===== config.mk =====
export PLATFORM = sky130hd
export DESIGN_NAME = hsync_lockgen
export DESIGN_NICKNAME = d
export VERILOG_FILES = /design/src/rtl/hsg_pkg.sv /design/src/rtl/hsg_line_timer.sv /design/src/rtl/hsg_lock_tracker.sv /design/src/rtl/hsg_pulse_shaper.sv /design/src/rtl/hsync_lockgen.sv
export SDC_FILE = /design/constraint.sdc
export NUM_CORES = 1
export LEC_CHECK = 0
export BUFFER_PORTS_ARGS = -buffer_cell sky130_fd_sc_hd__buf_2
export CORE_UTILIZATION = 45
export CTS_CLUSTER_DIAMETER = 120
export DETAILED_ROUTE_END_ITERATION = 10
export PLACE_DENSITY = 0.62
export SYNTH_ARGS = -nofsm -noshare
export SYNTH_HDL_FRONTEND = slang
export SYNTH_SLANG_ARGS = --single-unit

===== constraint.sdc =====
create_clock -name clk -period 10.8 [get_ports clk]
set_input_delay 0.54 -clock clk [delete_from_list [all_inputs] [get_ports clk]]
set_output_delay 0.54 -clock clk [all_outputs]
set_load 0.02 [all_outputs]

===== src/rtl/hsg_pkg.sv =====
package hsg_pkg;

  localparam int unsigned LEN_SQ60  = 1560;
  localparam int unsigned LEN_STD60 = 1716;
  localparam int unsigned LEN_STD50 = 1732;
  localparam int unsigned LEN_SQ50A = 1888;
  localparam int unsigned LEN_SQ50B = 1920;

  localparam int unsigned CNT_W = $clog2(LEN_SQ50B + 1);
  localparam int unsigned SEL_W = 3;

  typedef logic [CNT_W-1:0] cnt_t;

  // Line period in clocks for a select code; unused codes take the longest.
  function automatic cnt_t line_period(input logic [SEL_W-1:0] sel);
    case (sel)
      3'd0:    return cnt_t'(LEN_SQ60);
      3'd1:    return cnt_t'(LEN_STD60);
      3'd2:    return cnt_t'(LEN_STD50);
      3'd3:    return cnt_t'(LEN_SQ50A);
      default: return cnt_t'(LEN_SQ50B);
    endcase
  endfunction

endpackage


===== src/rtl/hsg_line_timer.sv =====
module hsg_line_timer
  import hsg_pkg::*;
#(
  parameter int unsigned WIN_CLKS = 32
) (
  input  logic clk,
  input  logic rst_n,
  input  cnt_t period_i,
  input  logic sync_edge_i,
  input  logic video_i,
  input  logic acq_i,
  output cnt_t cnt_o,
  output logic close_o,
  output logic hit_o,
  output logic restart_o
);

  localparam cnt_t WIN_C = cnt_t'(WIN_CLKS);

  cnt_t cnt_q, cnt_d;
  logic seen_q, seen_d;
  logic in_win, take, wrap;

  always_comb begin
    in_win    = (cnt_q >= (period_i - WIN_C)) || (cnt_q <= WIN_C);
    // Before acquisition any edge aligns the counter; afterwards only in-window ones.
    take      = video_i && sync_edge_i && (in_win || !acq_i);
    restart_o = take && !in_win;
    wrap      = cnt_q >= (period_i - cnt_t'(1));
    close_o   = (cnt_q == WIN_C) && !take;
    hit_o     = close_o && seen_q;

    if (take)      cnt_d = cnt_t'(1);
    else if (wrap) cnt_d = '0;
    else           cnt_d = cnt_q + cnt_t'(1);

    if (take && in_win)          seen_d = 1'b1;
    else if (restart_o || close_o) seen_d = 1'b0;
    else                         seen_d = seen_q;
  end

  always_ff @(posedge clk or negedge rst_n) begin
    if (!rst_n) begin
      cnt_q  <= '0;
      seen_q <= 1'b0;
    end else begin
      cnt_q  <= cnt_d;
      seen_q <= seen_d;
    end
  end

  assign cnt_o = cnt_q;

endmodule


===== src/rtl/hsg_lock_tracker.sv =====
module hsg_lock_tracker #(
  parameter int unsigned LOCK_RUN     = 8,
  parameter int unsigned UNLOCK_LINES = 128
) (
  input  logic clk,
  input  logic rst_n,
  input  logic video_i,
  input  logic close_i,
  input  logic hit_i,
  input  logic restart_i,
  input  logic field_start_i,
  output logic acq_o,
  output logic locked_o,
  output logic irq_n_o
);

  localparam int unsigned RUN_W = $clog2(LOCK_RUN + 1);
  localparam int unsigned UNL_W = $clog2(UNLOCK_LINES + 1);
  localparam logic [RUN_W-1:0] RUN_MAX  = RUN_W'(LOCK_RUN);
  localparam logic [RUN_W-1:0] RUN_LAST = RUN_W'(LOCK_RUN - 1);
  localparam logic [UNL_W-1:0] UNL_MAX  = UNL_W'(UNLOCK_LINES);

  logic [RUN_W-1:0] run_q, run_d;
  logic [UNL_W-1:0] unl_q, unl_d;
  logic             acq_q, acq_d;
  logic             last_q, last_d;
  logic             line_unlocked;

  always_comb begin
    run_d  = run_q;
    acq_d  = acq_q;
    last_d = last_q;
    if (!video_i) begin
      run_d  = '0;
      acq_d  = 1'b0;
      last_d = 1'b0;
    end else if (restart_i) begin
      run_d  = '0;
    end else if (close_i) begin
      last_d = hit_i;
      if (!hit_i)                run_d = '0;
      else if (run_q != RUN_MAX) run_d = run_q + RUN_W'(1);
      if (hit_i && (run_q == RUN_LAST)) acq_d = 1'b1;
    end

    line_unlocked = close_i && !(acq_d && hit_i);
    if (field_start_i)                         unl_d = '0;
    else if (line_unlocked && unl_q != UNL_MAX) unl_d = unl_q + UNL_W'(1);
    else                                       unl_d = unl_q;
  end

  always_ff @(posedge clk or negedge rst_n) begin
    if (!rst_n) begin
      run_q  <= '0;
      acq_q  <= 1'b0;
      last_q <= 1'b0;
      unl_q  <= '0;
    end else begin
      run_q  <= run_d;
      acq_q  <= acq_d;
      last_q <= last_d;
      unl_q  <= unl_d;
    end
  end

  assign acq_o    = acq_q;
  assign locked_o = acq_q && last_q;
  assign irq_n_o  = (unl_q != UNL_MAX);

endmodule


===== src/rtl/hsg_pulse_shaper.sv =====
module hsg_pulse_shaper
  import hsg_pkg::*;
#(
  parameter int unsigned PULSE_W     = 64,
  parameter logic [7:0]  SHRINK_BASE = 8'h49,
  parameter int unsigned GROUP       = 8,
  parameter int unsigned VS_LINES    = 3
) (
  input  logic       clk,
  input  logic       rst_n,
  input  cnt_t       cnt_i,
  input  logic       video_i,
  input  logic       acq_i,
  input  logic [7:0] leadlag_i,
  input  logic       field_start_i,
  output logic       hsync_n_o,
  output logic       vsync_n_o
);

  localparam int unsigned W_W   = $clog2(PULSE_W + 1);
  localparam int unsigned GRP_W = $clog2(GROUP);
  localparam int unsigned VSC_W = $clog2(VS_LINES + 1);
  localparam logic [W_W-1:0]   FULL_W   = W_W'(PULSE_W);
  localparam logic [GRP_W-1:0] GRP_LAST = GRP_W'(GROUP - 1);
  localparam logic [VSC_W-1:0] VS_LAST  = VSC_W'(VS_LINES - 1);
  localparam cnt_t             GRP_TICK = cnt_t'(PULSE_W + 1);

  logic [GRP_W-1:0] grp_q, grp_d;
  logic [VSC_W-1:0] vsc_q, vsc_d;
  logic             vs_low_q, vs_low_d;
  logic [7:0]       excess;
  logic [W_W-1:0]   shrink, width;
  logic             hs_active, line_start;

  always_comb begin
    excess = leadlag_i - SHRINK_BASE;
    if (leadlag_i <= SHRINK_BASE)  shrink = '0;
    else if (excess >= 8'(PULSE_W)) shrink = FULL_W;
    else                           shrink = W_W'(excess);

    width     = (!video_i && grp_q == GRP_LAST) ? (FULL_W - shrink) : FULL_W;
    hs_active = (cnt_i != '0) && (cnt_i <= cnt_t'(width));

    grp_d = grp_q;
    if (cnt_i == GRP_TICK) grp_d = (grp_q == GRP_LAST) ? '0 : grp_q + GRP_W'(1);

    line_start = (cnt_i == cnt_t'(1));
    vs_low_d   = vs_low_q;
    vsc_d      = vsc_q;
    if (!video_i || !acq_i) begin
      vs_low_d = 1'b0;
      vsc_d    = '0;
    end else if (field_start_i) begin
      vs_low_d = 1'b1;
      vsc_d    = '0;
    end else if (vs_low_q && line_start) begin
      if (vsc_q == VS_LAST) begin
        vs_low_d = 1'b0;
        vsc_d    = '0;
      end else begin
        vsc_d    = vsc_q + VSC_W'(1);
      end
    end
  end

  always_ff @(posedge clk or negedge rst_n) begin
    if (!rst_n) begin
      grp_q    <= '0;
      vsc_q    <= '0;
      vs_low_q <= 1'b0;
    end else begin
      grp_q    <= grp_d;
      vsc_q    <= vsc_d;
      vs_low_q <= vs_low_d;
    end
  end

  assign hsync_n_o = ~hs_active;
  assign vsync_n_o = ~vs_low_q;

endmodule


===== src/rtl/hsync_lockgen.sv =====
module hsync_lockgen
  import hsg_pkg::*;
#(
  parameter int unsigned WIN_PX       = 16,
  parameter int unsigned CLK_PER_PX   = 2,
  parameter int unsigned LOCK_RUN     = 8,
  parameter int unsigned UNLOCK_LINES = 128,
  parameter int unsigned PULSE_W      = 64,
  parameter logic [7:0]  SHRINK_BASE  = 8'h49,
  parameter int unsigned GROUP        = 8,
  parameter int unsigned VS_LINES     = 3
) (
  input  logic       clk,
  input  logic       rst_n,
  input  logic       sync_edge_i,
  input  logic [2:0] line_sel_i,
  input  logic       video_present_i,
  input  logic [7:0] leadlag_i,
  input  logic       field_start_i,
  output logic       hsync_n_o,
  output logic       locked_o,
  output logic       irq_n_o,
  output logic       vsync_n_o
);

  localparam int unsigned WIN_CLKS = WIN_PX * CLK_PER_PX;

  cnt_t period, cnt;
  logic close, hit, restart, acq;

  assign period = line_period(line_sel_i);

  hsg_line_timer #(.WIN_CLKS(WIN_CLKS)) timer_i (
    .clk(clk), .rst_n(rst_n), .period_i(period), .sync_edge_i(sync_edge_i),
    .video_i(video_present_i), .acq_i(acq), .cnt_o(cnt), .close_o(close),
    .hit_o(hit), .restart_o(restart)
  );

  hsg_lock_tracker #(.LOCK_RUN(LOCK_RUN), .UNLOCK_LINES(UNLOCK_LINES)) track_i (
    .clk(clk), .rst_n(rst_n), .video_i(video_present_i), .close_i(close),
    .hit_i(hit), .restart_i(restart), .field_start_i(field_start_i),
    .acq_o(acq), .locked_o(locked_o), .irq_n_o(irq_n_o)
  );

  hsg_pulse_shaper #(
    .PULSE_W(PULSE_W), .SHRINK_BASE(SHRINK_BASE), .GROUP(GROUP), .VS_LINES(VS_LINES)
  ) shape_i (
    .clk(clk), .rst_n(rst_n), .cnt_i(cnt), .video_i(video_present_i), .acq_i(acq),
    .leadlag_i(leadlag_i), .field_start_i(field_start_i),
    .hsync_n_o(hsync_n_o), .vsync_n_o(vsync_n_o)
  );

endmodule


==> metrics, run 1 <==
status=finished clean; first-pass GRT wire length=just over 10000 um; share of post-route cells with drive strength above 1=12.1%; top-count cell post-synth=ha_1; RSZ-0062 raised after global routing=false; Slew headroom=45.6%; clk sink count=32; Syn-to-layout area delta=8.73%; initial antenna violation count=0; leading post-synthesis cells by cell area=dfrtp_1 (28%), ha_1 (17%), nor2_1 (4.7%); GP Congestion=0.798; min Tclk post-route=around 4800 ps; Root Driver=clkbuf_8; Post-Route WL=~6000 um; NetSw=109 uW; Power Density=108 mW/mm^2; Worst Path Max Fanout=9; dpl ws=slightly above 6000 ps; Synth async-reset ratio=100%; CP Data Arrival Time=4230 ps; Wirelength per Cell=roughly 14 um; Synthesis Warnings=0; Startpoint Class=input port; CTS buffer count=5; synth unique cells=52; die area=0.00669 sq mm; sw frac=roughly a third; Pint=between 200 and 250 uW; Reg clk slew, reported paths=70 ps; TritonCTS clock tree=done; fill count=590; vias in the first global route=roughly 2200; Fin Setup TNS=0 ps; Rows=28; Synth Instances=338; grt ovf=0; clk_lat worst skew=280 ps; CP Data Required Time=10260 ps; worst-path cell chain=buf_2, inv_1, ha_1, nand2b_1, a21o_1, a21oi_1, a21oi_1, or2_2, ha_1, maj3_1, o21ai_0, xnor2_1, mux2i_1, nand2_1, ha_1, nand4_1, o21ai_0, o311a_1, o21ai_0, buf_2; GRT Total Usage=about a fifth; Clk pwr share=29.7%; Slew Limit Fails=0; fin crit share=44.2%; Yosys reg bits=32; EDFF count, synth=0; H-tree levels=2; Antenna Nets Post-Route=0; Tot Pwr=336 uW; Worst Tran Pin Value=805 ps; hold slack=around 310 ps; Pleak=between 1 and 1.5 nW; via count=2444; Final setup viols=0; drt first pass iters=4; largest net degree at the start of global routing=33; fin area=between 0.003 and 0.004 sq mm; Crit-path slowest cell=maj3_1; IO Pins=20; Crit Path Category=in2out; register share of total power=between 40% and 50%; Hold Vio Cnt, Final=0; final cell count without fillers=430; Avg Cell Area, Syn=between 8 and 9 sq um; HPWL Detailed=4430 um; drt first-iter violations=60; post-CTS setup buffer count=0; syn_nets=392; Via density=5.68; Post-DP Area=0.00302 sq mm; max_cap viols=0; Max Buffers Root-to-Sink=2; DRC viols=0; CTS Hold Bufs=0; Die Y=81.8 um; cts repair resizes=0; Antenna diodes=0; share of the synthesized area in the top cell type=approximately 28%; Mapped Area=around 0.0029 sq mm; leading cell types by count after synthesis=ha_1 (38), nor2_1 (36), dfrtp_1 (32); post-synthesis sequential area ratio=27.9%; Starting Density=47.5%; IO buf count=19; clk_skew=about 5.3 ps; min-delay worst type=in2async; final layout net count=409; DP Cell Count=423; Post-synth top flop=dfrtp_1; die outline width=around 82 um; post-layout util=51.7%; fin worst setup slack=~6000 ps; crit end category=primary output; CORE AREA=0.00603 sq mm; area leader, netlist=dfrtp_1; Max IR drop VDD=0.105 mV; Fmax=0.209 GHz; Comb power frac=28.0%; slowest cell delay on critical path=370 ps
[registers in the layout, summed over array words and instances (netlist names)]
| signal | flops |
|---|---|
| timer_i.cnt_o | 11 |
| track_i.unl_q | 8 |
| track_i.run_q | 4 |
| shape_i.grp_q | 3 |
| shape_i.vsc_q | 2 |
| shape_i.vs_low_q | 1 |
| timer_i.seen_q | 1 |
| track_i.acq_o | 1 |
| track_i.last_q | 1 |
[kinds of logic (layout without fill, tap and decap cells)]
family / count (synthesis) / count (layout) / share of synthesized area, %
AOI/OAI and AO/OA: 71 / 71 / 15.9
muxes: 10 / 10 / 3.80
buffers and inverters: 30 / 47 / 3.97
and+or+nand+nor: 139 / 139 / 26.2
DFF: 32 / 32 / 27.9
adders and majority gates: 39 / 39 / 16.9
xor gates and xnor gates: 17 / 17 / 5.20
[placed cells by master (no fill, tap or decap), drive strengths merged, types with 3 or more instances in the layout]
| master | instances |
|---|---|
| nand4 | 8 |
| a211oi | 6 |
| o21ai | 18 |
| xnor2 | 12 |
| inv | 21 |
| mux2 | 7 |
| nor4 | 4 |
| and3 | 5 |
| or2 | 4 |
| and2 | 4 |
| ha | 38 |
| nor2 | 36 |
| a211o | 3 |
| a21o | 3 |
| or3 | 5 |
| dfrtp | 32 |
| nor2b | 8 |
| a31oi | 5 |
| nand2 | 20 |
| clkbuf | 7 |
| buf | 19 |
| nor4b | 3 |
| nand3 | 14 |
| nand2b | 7 |
| a21boi | 3 |
| a21oi | 21 |
| nor3 | 11 |
| mux2i | 3 |
| xor2 | 5 |
[power groups by stage]
| stage | Sequential (mW) | Clock, mW | Combinational, mW |
|---|---|---|---|
| 2_1_floorplan | 0.137 | 0 | 0.0749 |
| 3_3_place_gp | 0.144 | 0 | 0.0916 |
| 3_5_place_dp | 0.144 | 0 | 0.0931 |
| 4_1_cts | 0.142 | 0.104 | 0.0941 |
| 5_1_grt | 0.144 | 0.107 | 0.109 |
| 6_report | 0.142 | 0.0998 | 0.0942 |
[routing by layer]
layer	up-vias	global-route usage (%)	wire length, um
li1	1257	-	-
met1	1150	26.8	3030
met2	33	32.3	2720
met3	4	2.89	152
met4	0	5.26	53
met5	-	0	0
[path summary, 6_finish.rpt]
check	startpoint	to	slack, ps	cells past startpoint
worst min-delay path	rst_n	track_i.run_q[3]$_DFFE_PN0P_	310	1
worst min register to register	shape_i.grp_q[1]$_DFFE_PN0N_	shape_i.grp_q[1]$_DFFE_PN0N_	510	1
worst max register to register	timer_i.cnt_o[8]$_DFF_PN0_	track_i.unl_q[7]$_DFFE_PN0P_	7960	7
worst max-delay path	leadlag_i[0]	hsync_n_o	6030	20
min in group clk	shape_i.grp_q[1]$_DFFE_PN0N_	shape_i.grp_q[1]$_DFFE_PN0N_	510	1
max in group asynchronous	rst_n	track_i.unl_q[2]$_DFFE_PN0P_	10020	1
[critical path, delay by kind of cell]
family,cells,cell delay [ps]
fa+ha+maj,4,1240
compound gates,7,1210
simple gates,4,630
buf+inv,3,370
mux,1,130
xor+xnor,1,90
[area by class of cell]
type | count | area, sq um | area share (%)
Multi-Input combinational cell | 276 | 1950 | 62.6
Sequential cell | 32 | 801 | 25.7
Clock buffer | 7 | 96.3 | 3.09
Timing Repair Buffer | 19 | 95.1 | 3.05
Tap cell | 75 | 93.8 | 3.01
Inverter | 21 | 78.8 | 2.53
No activity file was read; power rests on OpenSTA's default activity.
==> inputs of run 2 (changes only) <==
Settings changed: PLACE_DENSITY 0.62 to 0.65.
Clock period 10.8 ns to 4.01 ns, I/O delays scaled along.
==> run 2 against run 1 <==
Against the previous run:
- sequential share of layout area decreased by 0.39 points
- critical endpoint unchanged
- largest power group unchanged
- highest routed layer unchanged
- clock power rose to 2.7 times the previous value
- non-clock buffer count up 3
==> metrics, run 2 (synthesized netlist as in run 1, its figures left out) <==
Max IR drop VDD=0.206 mV (+96%); fin crit share=91.3%; Startpoint Class=input port; clk_lat worst skew=280 ps (about the same); post-CTS setup buffer count=0 (unchanged); worst r2r src=timer_i.cnt_o[2]$_DFF_PN0_; min Tclk post-route=3660 ps; Crit Path Category=in2out; crit path launch=leadlag_i[0]; IO buf count=19 (unchanged); min-delay worst type=in2reg; Final setup viols=0 (unchanged); Hold Vio Cnt, Final=0 (unchanged); Max Buffers Root-to-Sink=2 (unchanged); die area=0.00669 sq mm (unchanged); Rows=28 (unchanged); CP Data Arrival Time=3460 ps (-770 ps); FF-to-FF setup slack=1140 ps (-6820 ps); largest net degree at the start of global routing=33 (unchanged); first-pass GRT wire length=9970 um (-2.0%); CTS buffer count=5 (unchanged); RSZ-0062 raised after global routing=false; fill count=599 (+1.5%); Reg2Reg Capture Point=track_i.unl_q[7]$_DFFE_PN0P_; clk_skew=3.57 ps (-1.76 ps); Worst Tran Pin Value=816 ps (+11.6 ps); Worst Path Max Fanout=9 (unchanged); Antenna diodes=0 (unchanged); GRT Total Usage=19.3% (-0.37 points); Via density=5.66 (-0.37%); Wirelength per Cell=13.7 um (-1.4%); multi-input logic area=0.00197 sq mm (+1.2%); number of flip-flops in the largest register=11 (unchanged); Slew headroom=44.8% (-0.78 points); r2r worst-path depth=8 (+1); GP Congestion=0.830 (+4.0%); Syn-to-layout area delta=10.4%; via count=2452 (+0.33%); CP Data Required Time=3810 ps (-6450 ps); Tot Pwr=908 uW (+170%); die outline width=81.8 um (unchanged); Slew Limit Fails=0 (unchanged); worst setup path end=hsync_n_o; initial antenna violation count=0 (unchanged); crit end category=primary output; H-tree levels=2 (unchanged); drt first pass iters=4 (unchanged); Power Density=287 mW/mm^2 (+170%); clk sink count=32 (unchanged); IO Pins=20 (unchanged); max_cap viols=0 (unchanged); Root Driver=clkbuf_8; Antenna Nets Post-Route=0 (unchanged); drt first-iter violations=89 (+48%); CORE AREA=0.00603 sq mm (unchanged); Post-Route WL=5910 um (-0.69%); final layout net count=412 (+0.73%); vias in the first global route=2243 (+0.089%); most frequent cells in the layout=nor2_1 (36), ha_1 (36), dfrtp_1 (32), inv_1 (21), nand2_1 (20); Hold Crit Start=field_start_i; Starting Density=47.5% (unchanged); HPWL Detailed=4510 um (+1.8%); TritonCTS clock tree=done; Reg clk slew, reported paths=70 ps (about the same); Fin Setup TNS=0 ps (unchanged); Fmax=0.273 GHz; Pleak=1.44 nW (+0.82%); grt ovf=0 (unchanged); status=finished clean; Die Y=81.8 um (unchanged); share of post-route cells with drive strength above 1=13.7% (+1.6 points); FF/Latch Area=801 sq um (unchanged); DRC viols=0 (unchanged)
run 2: layer usage:
metal / up-vias / share of wire [%] / global-route usage [%]
met5: - / 0 / 0
met4: 0 / 0.96 / 5.09
met3: 6 / 3.3 / 3.00
met2: 37 / 46 / 31.7
met1: 1140 / 50 / 26.2
li1: 1269 / - / -
run 2: through the flow:
| step | cell area [sq um] | utilization (%) | instances | hold slack, ps | setup slack [ps] |
|---|---|---|---|---|---|
| 6_report | 3160 | 52.5 | 433 | 249 | 350 |
| 5_1_grt | 3160 | 52.5 | 433 | 269 | 39.7 |
| 4_1_cts | 3140 | 52.1 | 433 | 245 | 7.40 |
| 3_5_place_dp | 3030 | 50.4 | 425 | 311 | 19.0 |
| 3_3_place_gp | 3030 | 50.4 | 425 | 298 | 122 |
| 2_1_floorplan | 2870 | - | 338 | -95.1 | 255 |
run 2: repair_timing:
action / in CTS / in global routing
endpoints found under the hold margin: 23 / 0
hold buffers: 1 / 0
resized for setup: 0 / 7
setup endpoints to repair: 0 / 1
run 2: worst min-delay path by stage:
stage                                   end  slack [ps]  cells after the start
2_1_floorplan  shape_i.grp_q[0]$_DFFE_PN0N_        -100                      0
3_3_place_gp   track_i.run_q[1]$_DFFE_PN0P_         300                      1
3_5_place_dp   track_i.run_q[2]$_DFFE_PN0P_         310                      1
4_1_cts        track_i.unl_q[2]$_DFFE_PN0P_         240                      2
5_1_grt          track_i.last_q$_DFFE_PN0P_         270                      2
6_report       track_i.unl_q[2]$_DFFE_PN0P_         250                      2
run 2: area by class of cell:
class / instances / area share, %
clock buffers: 7 / 3.05
flip-flops and latches: 32 / 25.3
well taps: 75 / 2.97
repair buffers: 22 / 3.80
multi-input cells: 276 / 62.4
inverters: 21 / 2.49
run 2: where the power goes:
part	internal, mW	leakage [nW]	switching [mW]
Sequential	0.342	0.438	0.0399
Combinational	0.122	0.951	0.134
Clock	0.153	0.0503	0.116
Total	0.617	1.44	0.290
run 2: worst max-delay path, cell delays in order:
cell and delay, ps:
buf_2 140, inv_1 100, ha_4 180, nand2b_1 90, a21o_1 200, a21oi_2 170
a21oi_1 100, or2_2 290, ha_2 230, maj3_1 350, o21ai_1 150, xnor2_1 80
mux2i_1 120, nand2_1 70, ha_1 300, nand4_1 110, o21ai_1 150, o311a_1 180
o21ai_0 70, buf_2 160
